===== src/rtl/i2c_am_pkg.sv =====
package i2c_am_pkg;
  localparam int ADDR_W = 10;

  typedef enum logic [1:0] {
    PH_IDLE,
    PH_FIRST,
    PH_SECOND,
    PH_DATA
  } phase_e;

  localparam logic [4:0] HDR10      = 5'b11110;
  localparam logic [6:0] GC_ADDR    = 7'b0000000;
  localparam logic [6:0] DEVID_ADDR = 7'b1111100;
  localparam logic [6:0] HOST_ADDR  = 7'b0001000;
endpackage


===== src/rtl/i2c_am_slot_cmp.sv =====
module i2c_am_slot_cmp
  import i2c_am_pkg::*;
(
  input  logic              en_i,
  input  logic              is10_i,
  input  logic [ADDR_W-1:0] addr_i,
  input  logic [7:0]        byte_i,
  output logic              hit7_o,
  output logic              hdr_w_o,
  output logic              hdr_r_o,
  output logic              low_eq_o
);
  logic hdr_match;

  always_comb begin
    hdr_match = (byte_i[7:3] == HDR10) && (byte_i[2:1] == addr_i[9:8]);
    hit7_o    = en_i && !is10_i && (byte_i[7:1] == addr_i[6:0]);
    hdr_w_o   = en_i && is10_i && hdr_match && !byte_i[0];
    hdr_r_o   = en_i && is10_i && hdr_match && byte_i[0];
    low_eq_o  = en_i && is10_i && (byte_i == addr_i[7:0]);
  end
endmodule


===== src/rtl/i2c_am_prio.sv =====
module i2c_am_prio #(
  parameter int N      = 3,
  parameter int IDX_W  = 2
) (
  input  logic [N-1:0]     req_i,
  output logic             any_o,
  output logic [IDX_W-1:0] idx_o,
  output logic [N-1:0]     onehot_o
);
  always_comb begin
    any_o    = |req_i;
    idx_o    = '0;
    onehot_o = '0;
    for (int i = N - 1; i >= 0; i--) begin
      if (req_i[i]) begin
        idx_o    = IDX_W'(i);
        onehot_o = '0;
        onehot_o[i] = 1'b1;
      end
    end
  end
endmodule


===== src/rtl/i2c_am_special.sv =====
module i2c_am_special
  import i2c_am_pkg::*;
(
  input  logic [7:0] byte_i,
  input  logic       gc_en_i,
  input  logic       devid_en_i,
  input  logic       host_en_i,
  output logic       gc_o,
  output logic       devid_o,
  output logic       host_o
);
  always_comb begin
    gc_o    = gc_en_i && (byte_i[7:1] == GC_ADDR) && !byte_i[0];
    devid_o = devid_en_i && (byte_i[7:1] == DEVID_ADDR);
    host_o  = host_en_i && (byte_i[7:1] == HOST_ADDR);
  end
endmodule


===== src/rtl/i2c_addr_match.sv =====
module i2c_addr_match
  import i2c_am_pkg::*;
#(
  parameter int NUM_SLOTS = 3,
  parameter int SLOT_W    = (NUM_SLOTS > 1) ? $clog2(NUM_SLOTS) : 1
) (
  input  logic                        clk,
  input  logic                        rst,
  input  logic                        start_i,
  input  logic                        byte_valid_i,
  input  logic [7:0]                  byte_i,
  input  logic [NUM_SLOTS-1:0]        slot_en_i,
  input  logic [NUM_SLOTS-1:0]        slot_10b_i,
  input  logic [NUM_SLOTS*ADDR_W-1:0] slot_addr_i,
  input  logic                        gc_en_i,
  input  logic                        devid_en_i,
  input  logic                        host_en_i,
  output logic                        ack_o,
  output logic                        done_o,
  output logic                        rx_full_o,
  output logic                        tx_empty_o,
  output logic                        slot_vld_o,
  output logic [SLOT_W-1:0]           slot_o,
  output logic                        rw_o,
  output logic                        gc_o,
  output logic                        devid_o,
  output logic                        host_o
);
  logic [NUM_SLOTS-1:0] hit7, hdr_w, hdr_r, low_eq;

  for (genvar g = 0; g < NUM_SLOTS; g++) begin : g_slot
    i2c_am_slot_cmp u_cmp (
      .en_i     (slot_en_i[g]),
      .is10_i   (slot_10b_i[g]),
      .addr_i   (slot_addr_i[g*ADDR_W +: ADDR_W]),
      .byte_i   (byte_i),
      .hit7_o   (hit7[g]),
      .hdr_w_o  (hdr_w[g]),
      .hdr_r_o  (hdr_r[g]),
      .low_eq_o (low_eq[g])
    );
  end

  phase_e               phase;
  logic [NUM_SLOTS-1:0] cand;
  logic [NUM_SLOTS-1:0] last10;

  logic [NUM_SLOTS-1:0] rd_req, sec_req;
  logic                 any7, anyrd, anysec;
  logic [SLOT_W-1:0]    idx7, idxrd, idxsec;
  logic [NUM_SLOTS-1:0] oh7, ohrd, ohsec;

  assign rd_req  = last10 & hdr_r;
  assign sec_req = cand & low_eq;

  i2c_am_prio #(.N(NUM_SLOTS), .IDX_W(SLOT_W)) u_prio7 (
    .req_i(hit7), .any_o(any7), .idx_o(idx7), .onehot_o(oh7)
  );
  i2c_am_prio #(.N(NUM_SLOTS), .IDX_W(SLOT_W)) u_priord (
    .req_i(rd_req), .any_o(anyrd), .idx_o(idxrd), .onehot_o(ohrd)
  );
  i2c_am_prio #(.N(NUM_SLOTS), .IDX_W(SLOT_W)) u_priosec (
    .req_i(sec_req), .any_o(anysec), .idx_o(idxsec), .onehot_o(ohsec)
  );

  logic sp_gc, sp_devid, sp_host, sp_any;

  i2c_am_special u_special (
    .byte_i     (byte_i),
    .gc_en_i    (gc_en_i),
    .devid_en_i (devid_en_i),
    .host_en_i  (host_en_i),
    .gc_o       (sp_gc),
    .devid_o    (sp_devid),
    .host_o     (sp_host)
  );
  assign sp_any = sp_gc | sp_devid | sp_host;

  logic unused_oh;
  assign unused_oh = |{oh7, ohrd};

  always_ff @(posedge clk) begin
    if (rst) begin
      phase      <= PH_IDLE;
      cand       <= '0;
      last10     <= '0;
      ack_o      <= 1'b0;
      done_o     <= 1'b0;
      rx_full_o  <= 1'b0;
      tx_empty_o <= 1'b0;
      slot_vld_o <= 1'b0;
      slot_o     <= '0;
      rw_o       <= 1'b0;
      gc_o       <= 1'b0;
      devid_o    <= 1'b0;
      host_o     <= 1'b0;
    end else begin
      ack_o      <= 1'b0;
      done_o     <= 1'b0;
      rx_full_o  <= 1'b0;
      tx_empty_o <= 1'b0;
      if (start_i) begin
        phase      <= PH_FIRST;
        cand       <= '0;
        slot_vld_o <= 1'b0;
        slot_o     <= '0;
        rw_o       <= 1'b0;
        gc_o       <= 1'b0;
        devid_o    <= 1'b0;
        host_o     <= 1'b0;
      end else if (byte_valid_i) begin
        unique case (phase)
          PH_FIRST: begin
            last10  <= '0;
            gc_o    <= sp_gc;
            devid_o <= sp_devid;
            host_o  <= sp_host;
            phase   <= PH_DATA;
            if (anyrd) begin
              last10     <= last10;
              ack_o      <= 1'b1;
              done_o     <= 1'b1;
              tx_empty_o <= 1'b1;
              rw_o       <= 1'b1;
              slot_vld_o <= 1'b1;
              slot_o     <= idxrd;
            end else if (any7 || sp_any) begin
              ack_o      <= 1'b1;
              done_o     <= 1'b1;
              rx_full_o  <= !byte_i[0];
              tx_empty_o <= byte_i[0];
              rw_o       <= byte_i[0];
              slot_vld_o <= any7;
              slot_o     <= any7 ? idx7 : '0;
            end else if (|hdr_w) begin
              ack_o <= 1'b1;
              cand  <= hdr_w;
              phase <= PH_SECOND;
            end
          end
          PH_SECOND: begin
            phase <= PH_DATA;
            cand  <= '0;
            if (anysec) begin
              ack_o      <= 1'b1;
              done_o     <= 1'b1;
              rx_full_o  <= 1'b1;
              rw_o       <= 1'b0;
              slot_vld_o <= 1'b1;
              slot_o     <= idxsec;
              last10     <= ohsec;
            end
          end
          default: ;
        endcase
      end
    end
  end
endmodule


===== config.mk =====
export PLATFORM = sky130hd
export DESIGN_NAME = i2c_addr_match
export DESIGN_NICKNAME = d
export VERILOG_FILES = /design/src/rtl/i2c_am_pkg.sv /design/src/rtl/i2c_am_slot_cmp.sv /design/src/rtl/i2c_am_prio.sv /design/src/rtl/i2c_am_special.sv /design/src/rtl/i2c_addr_match.sv
export SDC_FILE = /design/constraint.sdc
export NUM_CORES = 1
export LEC_CHECK = 0
export BUFFER_PORTS_ARGS = -buffer_cell sky130_fd_sc_hd__buf_2
export CELL_PAD_IN_SITES_DETAIL_PLACEMENT = 1
export CELL_PAD_IN_SITES_GLOBAL_PLACEMENT = 1
export CORE_ASPECT_RATIO = 1.5
export CORE_MARGIN = 3
export CORE_UTILIZATION = 37
export CTS_CLUSTER_DIAMETER = 40
export DETAILED_ROUTE_END_ITERATION = 16
export PLACE_DENSITY_LB_ADDON = 0.1
export SLEW_MARGIN = 20
export SYNTH_ARGS = -nofsm -noshare
export SYNTH_HDL_FRONTEND = slang
export SYNTH_SLANG_ARGS = --single-unit

===== constraint.sdc =====
create_clock -name clk -period 2.3 [get_ports clk]
set_input_delay 0.46 -clock clk [delete_from_list [all_inputs] [get_ports clk]]
set_output_delay 0.46 -clock clk [all_outputs]
set_load 0.005 [all_outputs]

==> run metrics <==
status completed; Synth Area in Compound Gates 0.1187; DR iter-0 viols 55; P&R area growth vs syn 25.20%; CTS Sinks 19; Post-Syn Instances roughly 220; Worst Setup Path Type primary input to flip-flop; Yosys warnings 0; clk_skew 0.002966 ns; post-route minimum period between 2 and 2.5 ns; clock tree buffer depth 2; Top delay family on crit path simple AND/OR/NAND/NOR gates; die height 93.23 um; HP Class primary input to flip-flop; first-pass GRT wire length between 9000 and 10,000 um; Leak Pwr between 0.9 and 1 nW; Area contributors post-synth dfxtp_1 (20%), xnor2_1 (18%), xor2_1 (5.1%); Rows 31; WL/cell 16.05 um; FF-to-FF setup slack 0.37 ns; number of CTS-inserted buffers 3; core area between 0.004 and 0.005 mm^2; Root Buffer clkbuf_8; Final Power 0.0008411 W; DRT Pass-1 Iters 4; switching power ~0.00026 W; post-synthesis sequential area ratio 0.2027; Yosys reg bits 19; Net Sw Frac 0.3129; Final Hold Violating Endpoints 0; Final Max Slew Viols 0; WP buf/inv 1; routed vias/inst 5.243; crit end category flip-flop; Avg Inst Size Synth 8.649 um^2; delay of the slowest critical-path stage 0.40 ns; H-tree Lvls 1; Detail Route Antenna Nets 0; XOR/XNOR Fraction of Synth Area 0.2420; asr flop ratio synth 0; Tot GR Track Use 0.2040; pin count of the biggest net entering global routing 13; Initial Utilization 0.3871; Core Util, Final 0.4846; Post-synth EDFFs 0; RSZ-0062 raised after global routing false; CP Max Fanout 9; leading area contributor after synthesis dfxtp_1; Max-Cap Viols 0; VDD IR-drop max between 0.15 and 0.2 mV; number of global-route vias before repair between 2,000 and 2,500; chip width about 64 um; Final period util 0.9097; # DRC 0; top cell type's share of synthesized area 0.2027; Port Buffers 61; Post-Place Cells 350; simple-gate share of the synthesized area 0.3187; hold_ws around 0.45 ns; sequential power share 0.397; critical path launch point type primary input; WP data required 2.45 ns; combinational family with the most area after synthesis simple AND/OR/NAND/NOR gates; initial antenna violation count 0; clk_lat worst skew roughly 0.26 ns; CTS tree built; Int Pwr a little under 0.0006 W; fin cells 354; die area 0.005980 mm^2; final wirelength roughly 5700 um; Worst Path Arrival 2.24 ns; mux cell area share after synthesis 0.04800; CP max stage cell nor4_2; top-count cell post-synth xnor2_1; Slew headroom 0.6645; Comb power frac 0.328; synth cell count leaders xnor2_1 (39), dfxtp_1 (19), nand2_1 (17); Post-Syn Area between 0.0015 and 0.002 mm^2; GP Congestion 0.8105; pwr/cell area 358.0 mW/mm^2; syn_nets 270; Worst-path clk slew 0.07 ns; Synth Area in Adders 0.01333; Unique masters post-synth 53; Setup-failing EPs final 0; Worst-Margin Slew 0.4986 ns; CP cell instances buf_2 > nand4_4 > nor4_2 > nand3_1 > and3_4 > a31oi_4 > mux2i_1 > nor2_1; Clk pwr share 0.274; IO Count 62; share of cells above drive strength 1 0.3611; Post-layout nets about 340; Fmax approximately 480 MHz; routed vias ~1,900; hpwl dp between 5000 and 6000 um; antenna cell count 0; top_reg_cell synth dfxtp_1; global route overflow 0
## power groups by stage
stage                     registers [W]  logic (W)  clock network (W)
after CTS                      0.000334   0.000279           0.000235
after floorplan                0.000341   0.000179                  0
after global routing           0.000334   0.000306           0.000252
after global placement         0.000342   0.000272                  0
after detailed placement       0.000342   0.000278                  0
final                          0.000334   0.000276           0.000231
## layer usage
metal	global-route usage	routed length, um
met5	0	0
met4	0.06702	112
met3	0.01322	210
met1	0.2150	2149
met2	0.4133	3208
## metrics by stage
step | setup TNS [ns] | cell area (um^2) | setup slack [ns]
2_1_floorplan | 0 | 1877 | 0.2850
3_3_place_gp | -0.4500 | 2297 | -0.2507
3_5_place_dp | -0.4879 | 2297 | -0.2603
4_1_cts | 0 | 2345 | 0.09713
5_1_grt | 0 | 2350 | 0.007504
6_report | 0 | 2350 | 0.2076
## worst paths after layout
| kind | startpoint | end | cells past startpoint |
|---|---|---|---|
| max | byte_i[4] | slot_o[0] | 8 |
| min | rst | phase[0] | 2 |
| max reg2reg | phase[0] | last10[1] | 8 |
| min reg2reg | cand[1] | cand[1] | 2 |
## state kept, by name (all words and copies together), names as in the netlist
name	flops
ack_o	1
cand	3
devid_o	1
done_o	1
gc_o	1
host_o	1
last10	3
phase	2
rw_o	1
rx_full_o	1
slot_o	2
slot_vld_o	1
tx_empty_o	1
## final cells by class
class	count	area [um^2]
clock buffer	3	41.29
timing repair buffer	76	417.9
multi-input combinational	182	1396
fill	619	2499
inverter	7	26.28
clock inverter	1	5.005
sequential	19	380.4
tap	66	82.58
## what timing repair did
| action | in CTS | in global routing |
|---|---|---|
| buffers inserted | 0 | 0 |
| endpoints found under the setup margin | 1 | 1 |
| gates resized for setup | 1 | 1 |
| hold buffers | 0 | 0 |
## logic make-up (layout without fill, tap and decap cells)
family                   count (synthesis)  count (layout)
adder cells (fa/ha/maj)                  2               2
XOR/XNOR                                51              51
AO/OA/AOI/OAI                           24              24
multiplexers                             9               9
AND/OR/NAND/NOR                         96              96
flip-flops                              19              19
buffers and inverters                   16              87
## worst register-to-register path, delay by kind of cell, from the launching register on
kind                       cells  cell delay (ns)
AOI/OAI and AO/OA              2             0.48
adders and majority gates      1             0.35
buffers and inverters          1             0.06
DFF                            1             0.33
muxes                          1             0.22
and+or+nand+nor                3             0.38
## placed cells by master, fill, tap and decap left out, types with 5 or more instances in the layout
cell     synthesis  final
inv_1            7      7
nand4_1         11     11
nand3_1          9      9
dfxtp_1         19     19
nor4_1           5      5
buf_2            1     61
nor3_1           6      6
a21oi_1          7      7
nor2_1          15     15
buf_4            2     15
nand2_1         17     17
mux2i_1          9      9
xor2_1          11     11
xnor2_1         39     39
Power figures use the tool's default switching activity.
